$ cat src/rtl/mbx_pkg.sv
package mbx_pkg;
    localparam int TYPE_W     = 7;
    localparam int BYTE_W     = 8;
    localparam int SPLIT_TYPE = 64;

    typedef enum logic [1:0] {
        CH_IDLE,
        CH_REQ,
        CH_ACK,
        CH_DROP
    } ch_state_t;
endpackage

$ cat src/rtl/mbx_wait_timer.sv
module mbx_wait_timer #(
    parameter int LIM_FAST = 2_500_000,
    parameter int LIM_SLOW = 55_000_000
) (
    input  logic clk,
    input  logic rst_n,
    input  logic slow,
    input  logic waiting,
    input  logic restart,
    output logic tmo
);
    localparam int CW = $clog2(LIM_SLOW + 1);
    localparam logic [CW-1:0] LF = CW'(LIM_FAST);
    localparam logic [CW-1:0] LS = CW'(LIM_SLOW);

    logic [CW-1:0] cnt_q;
    logic [CW-1:0] lim;

    assign lim = slow ? LS : LF;

    always_ff @(posedge clk) begin
        if (!rst_n) begin
            cnt_q <= '0;
            tmo   <= 1'b0;
        end else if (restart || !waiting) begin
            cnt_q <= '0;
        end else if (cnt_q >= lim) begin
            tmo   <= 1'b1;
        end else begin
            cnt_q <= cnt_q + 1'b1;
        end
    end

    AST_TMO_STICKY: assert property (@(posedge clk) disable iff (!rst_n)
        tmo |=> tmo);
endmodule

$ cat src/rtl/mbx_chan.sv
module mbx_chan
    import mbx_pkg::*;
#(
    parameter bit DEV_INIT = 1'b0,
    parameter int LIM_FAST = 2_500_000,
    parameter int LIM_SLOW = 55_000_000
) (
    input  logic              clk,
    input  logic              rst_n,
    input  logic              slow,
    input  logic              wr,
    input  logic              wr_req,
    input  logic [TYPE_W-1:0] wr_type,
    input  logic [BYTE_W-1:0] wr_data,
    input  logic              ack,
    output logic              req,
    output logic [TYPE_W-1:0] type_q,
    output logic [BYTE_W-1:0] data_q,
    output logic              rise,
    output logic              err,
    output logic              tmo
);
    ch_state_t st, st_nx;
    logic      type_ok;
    logic      req_d;

    generate
        if (DEV_INIT) begin : g_dev_range
            assign type_ok = (wr_type >= TYPE_W'(SPLIT_TYPE));
        end else begin : g_host_range
            assign type_ok = (wr_type < TYPE_W'(SPLIT_TYPE));
        end
    endgenerate

    always_comb begin
        st_nx = st;
        unique case (st)
            CH_IDLE: if (wr && wr_req && type_ok) st_nx = CH_REQ;
            CH_REQ:  if (ack)                     st_nx = CH_ACK;
            CH_ACK:  if (wr && !wr_req)           st_nx = CH_DROP;
            CH_DROP: if (!ack)                    st_nx = CH_IDLE;
            default:                              st_nx = CH_IDLE;
        endcase
    end

    always_ff @(posedge clk) begin
        if (!rst_n) st <= CH_IDLE;
        else        st <= st_nx;
    end

    always_ff @(posedge clk) begin
        if (!rst_n) begin
            type_q <= '0;
            data_q <= '0;
            err    <= 1'b0;
            req_d  <= 1'b0;
        end else begin
            req_d <= req;
            if (st == CH_IDLE && wr) begin
                type_q <= wr_type;
                data_q <= wr_data;
                if (wr_req && !type_ok) err <= 1'b1;
            end
        end
    end

    assign req  = (st == CH_REQ) || (st == CH_ACK);
    assign rise = req && !req_d;

    mbx_wait_timer #(
        .LIM_FAST(LIM_FAST),
        .LIM_SLOW(LIM_SLOW)
    ) u_timer (
        .clk     (clk),
        .rst_n   (rst_n),
        .slow    (slow),
        .waiting ((st == CH_REQ) || (st == CH_DROP)),
        .restart (st_nx != st),
        .tmo     (tmo)
    );

    AST_REQ_HELD: assert property (@(posedge clk) disable iff (!rst_n)
        req && !(wr && !wr_req) |=> req);
    AST_BAD_TYPE_NO_REQ: assert property (@(posedge clk) disable iff (!rst_n)
        !req && wr && wr_req && !type_ok |=> !req);
    AST_ERR_STICKY: assert property (@(posedge clk) disable iff (!rst_n)
        err |=> err);
    AST_REQ_TYPE_RANGE: assert property (@(posedge clk) disable iff (!rst_n)
        req |-> (type_q[TYPE_W-1] == DEV_INIT));
    AST_FIELDS_FROZEN: assert property (@(posedge clk) disable iff (!rst_n)
        req |=> $stable(type_q) && $stable(data_q));
    AST_PULSE_SINGLE: assert property (@(posedge clk) disable iff (!rst_n)
        rise |=> !rise);
endmodule

$ cat src/rtl/mailbox_xchg.sv
module mailbox_xchg
    import mbx_pkg::*;
#(
    parameter int LIM_FAST = 2_500_000,
    parameter int LIM_SLOW = 55_000_000
) (
    input  logic        clk,
    input  logic        rst_n,
    input  logic        slow_link,
    input  logic        host_wr,
    input  logic [31:0] host_wdata,
    output logic [31:0] host_rdata,
    input  logic        dev_wr,
    input  logic [31:0] dev_wdata,
    output logic [31:0] dev_rdata,
    output logic        dev_req_pulse,
    output logic        host_evt_pulse,
    output logic        host_err,
    output logic        dev_err,
    output logic        host_tmo,
    output logic        dev_tmo
);
    logic              dev_ack_q;
    logic              host_ack_q;
    logic [BYTE_W-1:0] reply_q;

    logic              h_req, d_req;
    logic [TYPE_W-1:0] h_type, d_type;
    logic [BYTE_W-1:0] h_data, d_data;
    logic              unused_bits;

    assign unused_bits = ^{host_wdata[31:24], host_wdata[22:16], dev_wdata[6:0]};

    always_ff @(posedge clk) begin
        if (!rst_n) begin
            dev_ack_q  <= 1'b0;
            host_ack_q <= 1'b0;
            reply_q    <= '0;
        end else begin
            if (dev_wr) begin
                dev_ack_q <= dev_wdata[7];
                reply_q   <= dev_wdata[15:8];
            end
            if (host_wr) host_ack_q <= host_wdata[23];
        end
    end

    mbx_chan #(
        .DEV_INIT (1'b0),
        .LIM_FAST (LIM_FAST),
        .LIM_SLOW (LIM_SLOW)
    ) u_host_chan (
        .clk     (clk),
        .rst_n   (rst_n),
        .slow    (slow_link),
        .wr      (host_wr),
        .wr_req  (host_wdata[7]),
        .wr_type (host_wdata[6:0]),
        .wr_data (host_wdata[15:8]),
        .ack     (dev_ack_q),
        .req     (h_req),
        .type_q  (h_type),
        .data_q  (h_data),
        .rise    (dev_req_pulse),
        .err     (host_err),
        .tmo     (host_tmo)
    );

    mbx_chan #(
        .DEV_INIT (1'b1),
        .LIM_FAST (LIM_FAST),
        .LIM_SLOW (LIM_SLOW)
    ) u_dev_chan (
        .clk     (clk),
        .rst_n   (rst_n),
        .slow    (slow_link),
        .wr      (dev_wr),
        .wr_req  (dev_wdata[23]),
        .wr_type (dev_wdata[22:16]),
        .wr_data (dev_wdata[31:24]),
        .ack     (host_ack_q),
        .req     (d_req),
        .type_q  (d_type),
        .data_q  (d_data),
        .rise    (host_evt_pulse),
        .err     (dev_err),
        .tmo     (dev_tmo)
    );

    assign host_rdata = {d_data, d_req, d_type, reply_q, dev_ack_q, h_type};
    assign dev_rdata  = {d_data, host_ack_q, d_type, h_data, h_req, h_type};
endmodule

$ cat config.mk
export PLATFORM = sky130hd
export DESIGN_NAME = mailbox_xchg
export DESIGN_NICKNAME = d
export VERILOG_FILES = /design/src/rtl/mbx_pkg.sv /design/src/rtl/mbx_wait_timer.sv /design/src/rtl/mbx_chan.sv /design/src/rtl/mailbox_xchg.sv
export SDC_FILE = /design/constraint.sdc
export NUM_CORES = 1
export LEC_CHECK = 0
export ABC_AREA = 1
export CELL_PAD_IN_SITES_DETAIL_PLACEMENT = 0
export CELL_PAD_IN_SITES_GLOBAL_PLACEMENT = 1
export CORE_MARGIN = 4
export CORE_UTILIZATION = 33
export CTS_BUF_LIST = sky130_fd_sc_hd__clkbuf_2
export DETAILED_ROUTE_END_ITERATION = 6
export PLACE_DENSITY = 0.81
export SETUP_SLACK_MARGIN = 0.5
export SLEW_MARGIN = 30
export SYNTH_ARGS = -nofsm -noshare
export SYNTH_HDL_FRONTEND = slang
export SYNTH_SLANG_ARGS = --single-unit
$ cat constraint.sdc
create_clock -name clk -period 2.5 [get_ports clk]
set_input_delay 0.625 -clock clk [delete_from_list [all_inputs] [get_ports clk]]
set_output_delay 0.625 -clock clk [all_outputs]
set_load 0.02 [all_outputs]
## Word level (Yosys, flattened, before mapping)

Index checks and enable logic that the tools add are counted.

- Word-level logic and storage cells: 79
- Register bits after elaboration: 102
- Input bits: 69

- Magnitude comparators: 4
- Bitwise operators: 3
- Reduce and logical (&&, ||, !) cells: 34
- Multiplexer cells: 11
- $add $sub $neg: 2
- Eq/ne operators: 8

Operator list:

| kind | number |
|---|---|
| 26-bit by 1-bit adder with 26-bit output (second input constant) | 2 |
| 26-bit greater-or-equal comparator | 2 |
| 26-bit 2-to-1 mux | 1 |
| 2-bit 2-to-1 mux | 8 |
| 2-bit one-hot mux with 4 select lines | 2 |
| 1-bit logical AND | 12 |
| 2-bit equality test (second input constant) | 4 |
| 1-bit zero test | 8 |
| 2-bit AND reduction | 4 |
| 7-bit greater-or-equal comparator (second input constant) | 1 |
| 7-bit < comparator (second input constant) | 1 |
| 1-bit logical OR | 6 |
| 2-bit by 1-bit equality test with 1-bit output (second input constant) | 2 |
| 2-bit zero test | 2 |
| 2-bit != test | 2 |
| 2-bit OR reduction | 2 |
| 1-bit inverter | 3 |

## Depth between registers and ports, before layout

- Depth after elaboration: 8
- Depth in mapped cells: 14
- Mapped depth without buffers: 13

## Hierarchy

From an unflattened synthesis, not the netlist that was laid out.

- Cell total of the unflattened synthesis: 1009
- Area total of the unflattened synthesis: 6960.4 µm²

Modules (own cells, without submodules):

| module | cells each | times used | area an instance (µm²) | seq. area each (µm²) |
|---|---|---|---|---|
| mbx_wait_timer | 350 | 2 | 2303.5 | 540.5 |
| mbx_chan at u_host_chan | 110 | 1 | 838.3 | 380.4 |
| mbx_chan at u_dev_chan | 110 | 1 | 834.6 | 380.4 |
| mailbox_xchg | 89 | 1 | 680.7 | 200.2 |

## Worst setup path before layout

Ideal clock, no wire load.

- Kind: in2reg
- Start: input slow_link
- End: register u_dev_chan.u_timer.cnt_q[14]
- Buffers on the path: 1
- Setup time: 0.120 ns
- Arrival: 2.224 ns
- Stages on the path: 9
- Slack: 0.156 ns
- Cells stage by stage: inv_1 > ha_1 > a21oi_1 > o21ai_0 > nor2_4 > nand4_4 > buf_6 > nand2_1 > a21oi_1

- Cells in the longest elaborated chain, start to end: 2

RTL lines:

| item | line | text |
|---|---|---|
| start, declared | mailbox_xchg.sv:9 | `input logic slow_link,` |
| 26-bit 2-to-1 mux | mbx_wait_timer.sv:19 | `assign lim = slow ? LS : LF;` |
| 26-bit greater-or-equal comparator | mbx_wait_timer.sv:27 | `end else if (cnt_q >= lim) begin` |
| end signal, assigned | mbx_wait_timer.sv:30 | `cnt_q <= cnt_q + 1'b1;` |
| end, declared | mbx_wait_timer.sv:16 | `logic [CW-1:0] cnt_q;` |

Every way passes these cells.
A chain may end at the register's enable or synchronous reset.

## Final worst setup path

- Start: register u_host_chan.st[1]
- End: output dev_req_pulse

- Cells in the longest elaborated chain, start to end: 3

RTL lines:

| item | line | text |
|---|---|---|
| start, declared | mbx_chan.sv:23 | `ch_state_t st, st_nx;` |
| start signal, assigned | mbx_chan.sv:48 | `else st <= st_nx;` |
| 2-bit by 1-bit equality test with 1-bit output / 2-bit equality test (equally long branches) | mbx_chan.sv:67 | `assign req = (st == CH_REQ) \|\| (st == CH_ACK);` |
| 1-bit logical OR (*) | mbx_chan.sv:67 |  |
| 1-bit logical AND (*) | mbx_chan.sv:68 | `assign rise = req && !req_d;` |
| end, declared | mailbox_xchg.sv:16 | `output logic dev_req_pulse,` |

Every way passes the cells marked *; elsewhere a longest branch is shown, timed or not.

==> reports/metrics.cfg <==
[die]
start_util_pct = 33.9
io_pins = 139
dieArea_mm2 = 0.0218
die_x_um = 148
dieHeight_um = 148
core_mm2 = 0.0190
rows = 50

[setup_path]
cp-start-kind = register
startpoint = u_host_chan.st[1]$_SDFF_PN0_
rr_worst_depth = 9
required_ns = 1.88
r2r-end = u_dev_chan.u_timer.cnt_q[16]$_SDFFE_PP0N_
critPathKind = register to output port
end_kind = output port
rrSetupSlack_ns = 0.60
crit_end = dev_req_pulse
arrival_ns = 1.61
r2r-start = u_dev_chan.u_timer.cnt_q[0]$_SDFFE_PP0N_
worstPathMaxFanout = 3

[logic_synthesis]
synth_area_mm2 = 0.00643
yosysSeqAreaShare_pct = 31.7
ys_warn_count = 0
synth_cell_types = 35
async_flop_share_pct = 0
syn-num-nets = 1080
ys_ff_latch = 102
synthFlopType = dfxtp_1
synth-edff-count = 0
synth_cells = 975
synth_area_per_cell_um2 = 6.60

[detailed_routing]
drc = 0
drt_iter0_drc = 351
wl_per_cell_um = 13.5
vias = 6456
final_antenna_net_count = 0
wirelength_met1_um = 8760
dr_wl_met2_um = 8100
drt_wl_total_um = 18400
highest_layer = met4
route.met3.wl_um = 1300
dr.pass1.iters = 5
drt-vias-per-instance = 4.74

[timing]
worst_slack_ns = 0.261
max_slew.worst_pin.slew_ns = 0.514
hold_ws_ns = 0.462
clock_skew_ns = 0.0319
setup_tns_ns = 0
rsz0062_at_grt = yes
drv_slew = 0
finalHoldViolations = 0
finalSetupViolations = 0
fmax_mhz = 447
slew-limit-headroom_pct = 65.7
period_share_pct = 89.6
min_period_ns = 2.24

[placed_design]
io_buffers = 116
place.gp.congestion = 0.822
postPlaceCellArea_mm2 = 0.00787
detailedPlace.worstSlack_ns = -0.430
dp_hpwl_um = 13200

[clocking]
numClockSinks = 102
clkLatencyLatePin_ns = 0.63
ctsHoldBuffers = 0
clock-root-buffer = clkbuf_2
cts_max_level = 3
cts.reportedPaths.clkPinSlew_ns = 0.29
cts_buffer_depth = 2
cts_buffers = 9
cts_tree = done

[finish]
layout.nets = 1200
fillers = 2040
final_area_mm2 = 0.00809
drive_gt1_share_pct = 21.5
multi_input_area_mm2 = 0.00385
seqCellArea_mm2 = 0.00212
area_delta_synth_final_pct = 25.7

[global_route]
antenna_found_initial = 1
grt_pass1_wl_um = 30600
grt-ovfl-total = 0
grt_usage_pct = 17.0
grt_pass1_vias = 6056
grt_max_degree = 40

[power]
irDropWorstVdd_uv = 411
powerDensity_mw_per_mm2 = 513
leakage_nw = 3.26

[outcome]
status = complete, no violations

[worst_hold_path]
min_path_cells = 2
worst_hold_path_type = register to register

[job]
maxCapViolations = 0

## stage by stage
stage	instances	util (%)	power [mW]
5_1_grt	1362	42.7	4.44
3_3_place_gp	1325	41.5	3.42
4_1_cts	1355	42.7	4.24
6_report	1362	42.7	4.15
2_1_floorplan	975	-	2.82
3_5_place_dp	1325	41.5	3.43
## placed cells by master (no fill, tap or decap), types with 38 or more instances in the layout
| master | count |
|---|---|
| o21ai_0 | 48 |
| nor2_1 | 177 |
| clkdlybuf4s50_1 | 45 |
| nand2_1 | 264 |
| buf_2 | 49 |
| a21oi_1 | 53 |
| dfxtp_2 | 46 |
| inv_1 | 56 |
| buf_4 | 38 |
| dfxtp_1 | 50 |
| nand3_1 | 66 |
## timing repair
action                                  in CTS  in global routing
buffers inserted                            12                  4
endpoints found under the setup margin     124                 81
cloned                                       2                  1
pin swaps                                    3                  7
hold endpoints to repair                     0                  0
resized for setup                          302                 53
## flip-flops by register name, indices dropped and copies added, names as in the netlist
name and count:
u_dev_chan.u_timer.cnt_q 26, u_host_chan.u_timer.cnt_q 26, reply_q 8, u_dev_chan.data_q 8, u_host_chan.data_q 8, u_dev_chan.type_q 7, u_host_chan.type_q 7, u_dev_chan.st 2
u_host_chan.st 2, dev_ack_q 1, host_ack_q 1, u_dev_chan.err 1, u_dev_chan.req_d 1, u_dev_chan.u_timer.tmo 1, u_host_chan.err 1, u_host_chan.req_d 1
u_host_chan.u_timer.tmo 1
## critical path: stages (launching register included)
cell	delay, ns
dfxtp_2	0.42
inv_2	0.06
ha_4	0.27
inv_1	0.03
nor2_1	0.07
buf_4	0.15
## kinds of logic after synthesis
group	after synthesis	synth area share (%)
buf+inv	122	9.64
flops	102	31.7
compound gates	118	9.96
fa+ha+maj	36	7.00
simple gates	570	38.0
xor+xnor	27	3.67
## power by group
group / switching (mW) / internal, mW
clock: 0.618 / 0.142
sequential: 0.107 / 1.81
combinational: 0.871 / 0.605
total: 1.60 / 2.55
## routing by layer
metal  track usage (%)  vias up
li1                  -     3365
met1              22.9     2907
met2              27.1      169
met3              4.35       15
met4              4.89        0
met5                 0        -
## synthesized netlist by cell type (7+ instances only)
| cell | instances | area share, % |
|---|---|---|
| inv_1 | 61 | 3.6 |
| ha_1 | 36 | 7.0 |
| xnor2_1 | 10 | 1.4 |
| a21oi_1 | 55 | 4.3 |
| o21ai_0 | 48 | 3.7 |
| buf_2 | 10 | 0.78 |
| xor2_1 | 17 | 2.3 |
| buf_4 | 32 | 3.7 |
| nand3b_1 | 14 | 1.6 |
| nand3_1 | 66 | 5.1 |
| clkbuf_1 | 8 | 0.47 |
| nor2_1 | 181 | 11 |
| dfxtp_1 | 102 | 32 |
| nand2_2 | 7 | 0.68 |
| nand4_1 | 20 | 1.9 |
| a21oi_2 | 7 | 0.95 |
| nand2_1 | 265 | 15 |
## worst min path at each step
stage                                         startpoint                                        end  slack, ns
2_1_floorplan  u_host_chan.u_timer.cnt_q[5]$_SDFFE_PP0N_  u_host_chan.u_timer.cnt_q[5]$_SDFFE_PP0N_       0.47
3_3_place_gp        u_host_chan.u_timer.tmo$_SDFFE_PN0P_       u_host_chan.u_timer.tmo$_SDFFE_PN0P_       0.44
3_5_place_dp         u_dev_chan.u_timer.tmo$_SDFFE_PN0P_        u_dev_chan.u_timer.tmo$_SDFFE_PN0P_       0.44
4_1_cts                                    dev_wdata[14]                    reply_q[6]$_SDFFE_PN0P_       0.44
5_1_grt                                    dev_wdata[14]                    reply_q[6]$_SDFFE_PN0P_       0.47
6_report             u_dev_chan.u_timer.tmo$_SDFFE_PN0P_        u_dev_chan.u_timer.tmo$_SDFFE_PN0P_       0.46
## area by class of cell
| type | instances | area share, % |
|---|---|---|
| timing repair buffer | 162 | 17.5 |
| inverter | 68 | 3.26 |
| clock inverter | 7 | 0.712 |
| sequential | 102 | 26.2 |
| multi-input combinational | 752 | 47.7 |
| antenna | 2 | 0.0619 |
| tap | 260 | 4.02 |
| clock buffer | 9 | 0.557 |
No activity file was read; power rests on OpenSTA's default activity.
